**src/rtl/core_pkg.sv**
```systemverilog
`timescale 1ns/1ps
package core_pkg;
    localparam int XLEN   = 32;
    localparam int NREG   = 32;
    localparam int RIDX_W = $clog2(NREG);

    localparam logic [5:0] OPC_RTYPE = 6'd0;
    localparam logic [5:0] OPC_BEQ   = 6'd4;
    localparam logic [5:0] OPC_BNE   = 6'd5;
    localparam logic [5:0] OPC_ADDI  = 6'd8;
    localparam logic [5:0] OPC_ADDIU = 6'd9;
    localparam logic [5:0] OPC_ORI   = 6'd13;
    localparam logic [5:0] OPC_LUI   = 6'd15;
    localparam logic [5:0] OPC_LW    = 6'd35;
    localparam logic [5:0] OPC_SW    = 6'd43;

    localparam logic [5:0] FN_SLL  = 6'd0;
    localparam logic [5:0] FN_ADD  = 6'd32;
    localparam logic [5:0] FN_ADDU = 6'd33;
    localparam logic [5:0] FN_SUB  = 6'd34;
    localparam logic [5:0] FN_SUBU = 6'd35;

    typedef enum logic [2:0] {
        ALU_ADD, ALU_SUB, ALU_OR, ALU_SLL, ALU_LUI
    } alu_op_e;

    typedef enum logic [1:0] {
        BSEL_REG, BSEL_SEXT, BSEL_ZEXT
    } bsel_e;

    typedef struct packed {
        alu_op_e           alu_op;
        bsel_e             b_sel;
        logic              chk_ovf;
        logic              reg_we;
        logic [RIDX_W-1:0] wr_idx;
        logic              mem_rd;
        logic              mem_wr;
        logic              br_eq;
        logic              br_ne;
        logic              illegal;
    } ctrl_t;
endpackage

```
**src/rtl/core_decode.sv**
```systemverilog
`timescale 1ns/1ps
module core_decode
    import core_pkg::*;
#(
    parameter int W = XLEN
) (
    input  logic [W-1:0] instr,
    output ctrl_t        ctrl
);
    logic [5:0]        opc;
    logic [5:0]        fn;
    logic [RIDX_W-1:0] rt_f;
    logic [RIDX_W-1:0] rd_f;

    assign opc  = instr[31:26];
    assign fn   = instr[5:0];
    assign rt_f = instr[20:16];
    assign rd_f = instr[15:11];

    always_comb begin
        ctrl        = '0;
        ctrl.alu_op = ALU_ADD;
        ctrl.b_sel  = BSEL_REG;
        case (opc)
            OPC_RTYPE: begin
                ctrl.wr_idx = rd_f;
                ctrl.reg_we = 1'b1;
                case (fn)
                    FN_ADD:  begin ctrl.alu_op = ALU_ADD; ctrl.chk_ovf = 1'b1; end
                    FN_ADDU: ctrl.alu_op = ALU_ADD;
                    FN_SUB:  begin ctrl.alu_op = ALU_SUB; ctrl.chk_ovf = 1'b1; end
                    FN_SUBU: ctrl.alu_op = ALU_SUB;
                    FN_SLL:  ctrl.alu_op = ALU_SLL;
                    default: begin ctrl.reg_we = 1'b0; ctrl.illegal = 1'b1; end
                endcase
            end
            OPC_ADDI, OPC_ADDIU: begin
                ctrl.wr_idx = rt_f;
                ctrl.reg_we = 1'b1;
                ctrl.b_sel  = BSEL_SEXT;
            end
            OPC_ORI: begin
                ctrl.wr_idx = rt_f;
                ctrl.reg_we = 1'b1;
                ctrl.b_sel  = BSEL_ZEXT;
                ctrl.alu_op = ALU_OR;
            end
            OPC_LUI: begin
                ctrl.wr_idx = rt_f;
                ctrl.reg_we = 1'b1;
                ctrl.b_sel  = BSEL_ZEXT;
                ctrl.alu_op = ALU_LUI;
            end
            OPC_LW: begin
                ctrl.wr_idx = rt_f;
                ctrl.reg_we = 1'b1;
                ctrl.b_sel  = BSEL_SEXT;
                ctrl.mem_rd = 1'b1;
            end
            OPC_SW: begin
                ctrl.b_sel  = BSEL_SEXT;
                ctrl.mem_wr = 1'b1;
            end
            OPC_BEQ: ctrl.br_eq = 1'b1;
            OPC_BNE: ctrl.br_ne = 1'b1;
            default: ctrl.illegal = 1'b1;
        endcase
    end
endmodule

```
**src/rtl/core_alu.sv**
```systemverilog
`timescale 1ns/1ps
module core_alu
    import core_pkg::*;
#(
    parameter int W  = XLEN,
    parameter int SW = $clog2(W)
) (
    input  alu_op_e       op,
    input  logic [W-1:0]  a,
    input  logic [W-1:0]  b,
    input  logic [SW-1:0] shamt,
    output logic [W-1:0]  res,
    output logic          ovf
);
    logic [W-1:0] sum;
    logic [W-1:0] dif;

    assign sum = a + b;
    assign dif = a - b;

    always_comb begin
        ovf = 1'b0;
        case (op)
            ALU_ADD: begin
                res = sum;
                ovf = (a[W-1] == b[W-1]) && (sum[W-1] != a[W-1]);
            end
            ALU_SUB: begin
                res = dif;
                ovf = (a[W-1] != b[W-1]) && (dif[W-1] != a[W-1]);
            end
            ALU_OR:  res = a | b;
            ALU_SLL: res = b << shamt;
            ALU_LUI: res = b << (W / 2);
            default: res = '0;
        endcase
    end
endmodule

```
**src/rtl/core_regfile.sv**
```systemverilog
`timescale 1ns/1ps
module core_regfile #(
    parameter int W  = 32,
    parameter int N  = 32,
    parameter int IW = $clog2(N)
) (
    input  logic          clk,
    input  logic          rst_n,
    input  logic [IW-1:0] ra_idx,
    input  logic [IW-1:0] rb_idx,
    output logic [W-1:0]  ra_val,
    output logic [W-1:0]  rb_val,
    input  logic          we,
    input  logic [IW-1:0] w_idx,
    input  logic [W-1:0]  w_val
);
    logic [W-1:0] regs_q [N];
    logic [W-1:0] regs_d [N];

    always_comb begin
        regs_d = regs_q;
        if (we && (w_idx != '0)) begin
            regs_d[w_idx] = w_val;
        end
    end

    always_ff @(posedge clk or negedge rst_n) begin
        if (!rst_n) begin
            for (int i = 0; i < N; i++) begin
                regs_q[i] <= '0;
            end
        end else begin
            regs_q <= regs_d;
        end
    end

    assign ra_val = (ra_idx == '0) ? '0 : regs_q[ra_idx];
    assign rb_val = (rb_idx == '0) ? '0 : regs_q[rb_idx];
endmodule

```
**src/rtl/core_top.sv**
```systemverilog
`timescale 1ns/1ps
module core_top
    import core_pkg::*;
#(
    parameter int          W        = XLEN,
    parameter int          N        = NREG,
    parameter logic [31:0] RESET_PC = 32'h0
) (
    input  logic         clk,
    input  logic         rst_n,
    output logic [W-1:0] imem_addr,
    input  logic [W-1:0] imem_data,
    output logic [W-1:0] dmem_addr,
    output logic [W-1:0] dmem_wdata,
    output logic         dmem_we,
    input  logic [W-1:0] dmem_rdata,
    output logic         ovf_flag,
    output logic         illegal_flag
);
    localparam int IW    = $clog2(N);
    localparam int SW    = $clog2(W);
    localparam int IMM_W = 16;
    localparam int BYTES = W / 8;

    typedef struct packed {
        logic [W-1:0] pc;
        logic [W-1:0] npc;
        logic         ovf;
        logic         ill;
    } state_t;

    state_t st_d, st_q;

    ctrl_t             ctrl;
    logic [IW-1:0]     rs_idx, rt_idx;
    logic [SW-1:0]     shamt;
    logic [IMM_W-1:0]  imm;
    logic [W-1:0]      imm_sext, imm_zext;
    logic [W-1:0]      rs_val, rt_val, alu_b, alu_res;
    logic              alu_ovf;
    logic              wb_we;
    logic [W-1:0]      wb_val;
    logic              take;

    assign rs_idx   = imem_data[25:21];
    assign rt_idx   = imem_data[20:16];
    assign shamt    = imem_data[10:6];
    assign imm      = imem_data[15:0];
    assign imm_sext = {{(W-IMM_W){imm[IMM_W-1]}}, imm};
    assign imm_zext = {{(W-IMM_W){1'b0}}, imm};

    core_decode #(.W(W)) u_dec (
        .instr (imem_data),
        .ctrl  (ctrl)
    );

    core_regfile #(.W(W), .N(N)) u_rf (
        .clk    (clk),
        .rst_n  (rst_n),
        .ra_idx (rs_idx),
        .rb_idx (rt_idx),
        .ra_val (rs_val),
        .rb_val (rt_val),
        .we     (wb_we),
        .w_idx  (ctrl.wr_idx),
        .w_val  (wb_val)
    );

    always_comb begin
        case (ctrl.b_sel)
            BSEL_SEXT: alu_b = imm_sext;
            BSEL_ZEXT: alu_b = imm_zext;
            default:   alu_b = rt_val;
        endcase
    end

    core_alu #(.W(W)) u_alu (
        .op    (ctrl.alu_op),
        .a     (rs_val),
        .b     (alu_b),
        .shamt (shamt),
        .res   (alu_res),
        .ovf   (alu_ovf)
    );

    assign wb_we  = ctrl.reg_we && !(ctrl.chk_ovf && alu_ovf);
    assign wb_val = ctrl.mem_rd ? dmem_rdata : alu_res;
    assign take   = (ctrl.br_eq && (rs_val == rt_val)) ||
                    (ctrl.br_ne && (rs_val != rt_val));

    always_comb begin
        st_d     = st_q;
        st_d.pc  = st_q.npc;
        st_d.npc = take ? (st_q.npc + (imm_sext << 2)) : (st_q.npc + W'(BYTES));
        st_d.ovf = ctrl.chk_ovf && alu_ovf;
        st_d.ill = ctrl.illegal;
    end

    always_ff @(posedge clk or negedge rst_n) begin
        if (!rst_n) begin
            st_q.pc  <= W'(RESET_PC);
            st_q.npc <= W'(RESET_PC) + W'(BYTES);
            st_q.ovf <= 1'b0;
            st_q.ill <= 1'b0;
        end else begin
            st_q <= st_d;
        end
    end

    assign imem_addr    = st_q.pc;
    assign dmem_addr    = alu_res;
    assign dmem_wdata   = rt_val;
    assign dmem_we      = ctrl.mem_wr;
    assign ovf_flag     = st_q.ovf;
    assign illegal_flag = st_q.ill;
endmodule

```
**config.mk**
```make
export PLATFORM = sky130hd
export DESIGN_NAME = core_top
export DESIGN_NICKNAME = d
export VERILOG_FILES = /design/src/rtl/core_pkg.sv /design/src/rtl/core_decode.sv /design/src/rtl/core_alu.sv /design/src/rtl/core_regfile.sv /design/src/rtl/core_top.sv
export SDC_FILE = /design/constraint.sdc
export NUM_CORES = 2
export LEC_CHECK = 0
export BUFFER_PORTS_ARGS = -buffer_cell sky130_fd_sc_hd__buf_4
export CORE_MARGIN = 5
export CORE_UTILIZATION = 57
export CTS_CLUSTER_SIZE = 25
export DETAILED_ROUTE_END_ITERATION = 10
export GPL_ROUTABILITY_DRIVEN = 1
export PLACE_DENSITY = 0.85
export SETUP_SLACK_MARGIN = 0.2
export SLEW_MARGIN = 20
export SYNTH_ARGS = -nofsm -noshare
export SYNTH_HDL_FRONTEND = slang
export SYNTH_SLANG_ARGS = --single-unit
```
**constraint.sdc**
```tcl
create_clock -name clk -period 16.4 [get_ports clk]
set_clock_uncertainty 0.1 [all_clocks]
set_input_delay 3.28 -clock clk [delete_from_list [all_inputs] [get_ports clk]]
set_output_delay 3.28 -clock clk [all_outputs]
set_load 0.02 [all_outputs]
```
==> flow_summary.toml <==
[sta]
tightest_slew_ns = 1.36
finalSetupViolCount = 0
fin_setup_tns_ns = 0
slew_headroom = 0.0875
timing.fmax_mhz = 71.7
fin_crit_ns = 13.94
setup_ws_ns = 2.46
final-max-slew-violation-count = 0
hold_violations = 0
period_share = 0.850
rsz0062_at_grt = "no"
hold_slack_ns = 0.287

[synth]
synth_cell_types = 102
syn_inst = 5554
ys_async_sr_fraction = 1.00
synth_top_area_share = 0.412
syn_area_per_cell_um2 = 11.9
synth-edff-count = 0
ys_seq_area_frac = 0.412
netlist_area_um2 = 66000
synthTopCellsByArea = "dfrtp_1 (41%), mux4_2 (15%), mux2_2 (13%)"
post-synth-top-area-cell = "dfrtp_1"
yosys_warnings = 0
synth-seq-cells = 1086
synthFlopType = "dfrtp_1"

[cts]
cts_setup_buffers = 0
path_clk_slew_ns = 0.06
clockBufferDepth = 3
cts_made_buffers = 109
clk_latency_ns = 0.76
cts-resized-gates = 0
cts_hold_buf = 0
cts_tree = "yes"
numClockSinks = 1086
cts_root_buf = "clkbuf_16"
cts_max_level = 3

[power]
cellPowerDensity_nw_per_um2 = 93.7
combPwrFrac = 0.175
p_seq_frac = 0.420
p_clk_frac = 0.405
switchingPower_mw = 2.03
irDropWorstVdd_uv = 98.8
switching_share = 0.298
p_leak_nw = 33.2
p_int_mw = 4.78

[final_layout]
final_area_um2 = 72600
final_cells = 7110
syn2layout_area_growth_pct = 9.98
final_nets = 5695
drive_above_1_share = 0.333

[worst_setup_path]
path_cells = "buf_8, buf_4, mux4_2, a22oi_1, nand4_1, and3_1, a22oi_1, ha_1, o21bai_1, a2111oi_0, or4b_2, a211oi_1, o31ai_1, a2111oi_0, a211oi_1, mux2i_1, o2111ai_1, buf_4"
critPathRequiredTime_ns = 13.02
arrival_ns = 10.56
r2r_cells = 24
cp_slowest_cell = "or4b_2"
critPathCaptureType = "primary output"
worstPathMaxFanout = 73
start_kind = "input pin"
crit_type = "in -> out"
slowest_delay_ns = 0.71

[floorplan]
row_count = 124
die_width_um = 350
die_area_um2 = 123000
core_um2 = 115000
die_y_um = 350
pin_count = 165
start_util = 0.575

[global_routing]
grt_usage = 0.410
antenna_found_initial = 13
use_met2 = 0.599
grt_max_degree = 127
met3_usage = 0.167
first_global_vias = 54900
gr-total-overflow = 0
busiest_layer = "met2"
use_met1 = 0.478
grt_pass1_wl_mm = 371

[placed_design]
gp_congestion = 1.03
dp_slack_ns = 2.65
dpl_cell_area_um2 = 68600
portBuffers = 162
hpwl_mm = 167
dp_cells = 6902

[min_path]
whs_path_depth = 0
hold_path.class = "reg -> reg"

[routing]
remaining_drc_errors = 0
wl_per_cell_um = 35.8
ant_nets = 0
firstDrtPassIters = 9
wl_mm = 255
via_per_inst = 7.65
drtIter0Drc = 8062
vias = 54400

[outcome]
status = "complete, no violations"

[flow_run]
maxCapViolCount = 0
==> cell type report <==
cell class | instances | area (um2)
antenna | 3 | 7.51
fill | 8001 | 42100
tap | 1512 | 1890
timing repair buffer | 350 | 2740
sequential | 1086 | 27200
multi-input combinational | 3805 | 36300
inverter | 149 | 559
clock inverter | 54 | 801
clock buffer | 151 | 3120
==> cell usage in the layout, fill, tap and decap left out, types with 30 or more instances in the layout <==
| cell type | instances |
|---|---|
| buf_4 | 337 |
| clkbuf_16 | 111 |
| a21oi_1 | 139 |
| nor2_1 | 196 |
| and3_1 | 30 |
| nor3_1 | 69 |
| and2_1 | 37 |
| o22a_1 | 47 |
| dfrtp_1 | 1085 |
| o22ai_1 | 56 |
| nand4_1 | 62 |
| o21ai_0 | 326 |
| mux2i_1 | 234 |
| mux4_2 | 443 |
| nand2_1 | 435 |
| mux2_2 | 756 |
| nand3_1 | 71 |
| xnor2_1 | 48 |
| a21o_1 | 31 |
| ha_1 | 125 |
| inv_1 | 143 |
| a22oi_1 | 89 |
==> kinds of logic (layout without fill, tap and decap cells) <==
logic type	count (synthesis)	after routing	share of synthesized area
buffers and inverters	664	704	0.0453
multiplexers	1459	1459	0.323
AO/OA/AOI/OAI	1059	1059	0.107
other	1	5	0.0000568
adder cells (fa/ha/maj)	128	128	0.0246
flip-flops	1086	1086	0.412
XOR/XNOR	69	69	0.00916
AND/OR/NAND/NOR	1088	1088	0.0785
==> power by group through the flow <==
stage	Combinational [mW]	Clock (mW)	Sequential, mW
6_report	1.19	2.75	2.86
5_1_grt	1.23	2.85	2.87
4_1_cts	1.15	2.74	2.86
3_5_place_dp	1.13	0	2.90
3_3_place_gp	1.12	0	2.89
2_1_floorplan	0.643	0	2.92
==> routing by layer <==
metal	wire (um)	vias to the layer above
met2	107000	5064
met3	38300	1647
li1	-	20900
met4	27100	20
met1	81600	26800
met5	384	-
==> state kept, by name, indices dropped and copies added, names as in the netlist <==
name,flops
u_rf.regs_q,1024
st_d,30
illegal_flag,1
imem_addr,30
ovf_flag,1
==> critical path: cells and delay by family <==
family                   cells  cell delay [ns]
multiplexers                 2             0.98
buffers and inverters        3             1.38
AND/OR/NAND/NOR              3             1.62
AO/OA/AOI/OAI                9             2.87
adder cells (fa/ha/maj)      1             0.33
==> path summary, 6_finish.rpt <==
check	start	to	slack (ns)
setup / recovery	imem_data[16]	dmem_addr[26]	2.46
min in group asynchronous	rst_n	u_rf.regs_q[244]	2.55
setup reg to reg	u_rf.regs_q[921]	st_d[64]	7.48
hold / removal	st_d[61]	imem_addr[27]	0.29
max in group asynchronous	rst_n	u_rf.regs_q[1006]	10.41
hold reg to reg	st_d[61]	imem_addr[27]	0.29
==> per-stage QoR <==
step	total power, mW	util
finish	6.80	0.633
global route	6.95	0.633
CTS	6.75	0.633
detailed placement	4.04	0.599
global placement	4.01	0.598
floorplan	3.56	-
==> synth_stat cells, types with 31 or more instances <==
library cell,count
a21o_1,31
a21oi_1,140
a22oi_1,91
a31oi_1,35
and2_1,38
buf_1,32
buf_2,96
buf_4,32
clkbuf_1,326
dfrtp_1,1085
ha_1,125
inv_1,143
mux2_2,756
mux2i_1,235
mux4_2,443
nand2_1,435
nand3_1,72
nand4_1,62
nor2_1,203
nor3_1,74
o21ai_0,327
o22a_1,48
o22ai_1,56
or3_1,31
xnor2_1,48
No activity file was read; power rests on OpenSTA's default activity.
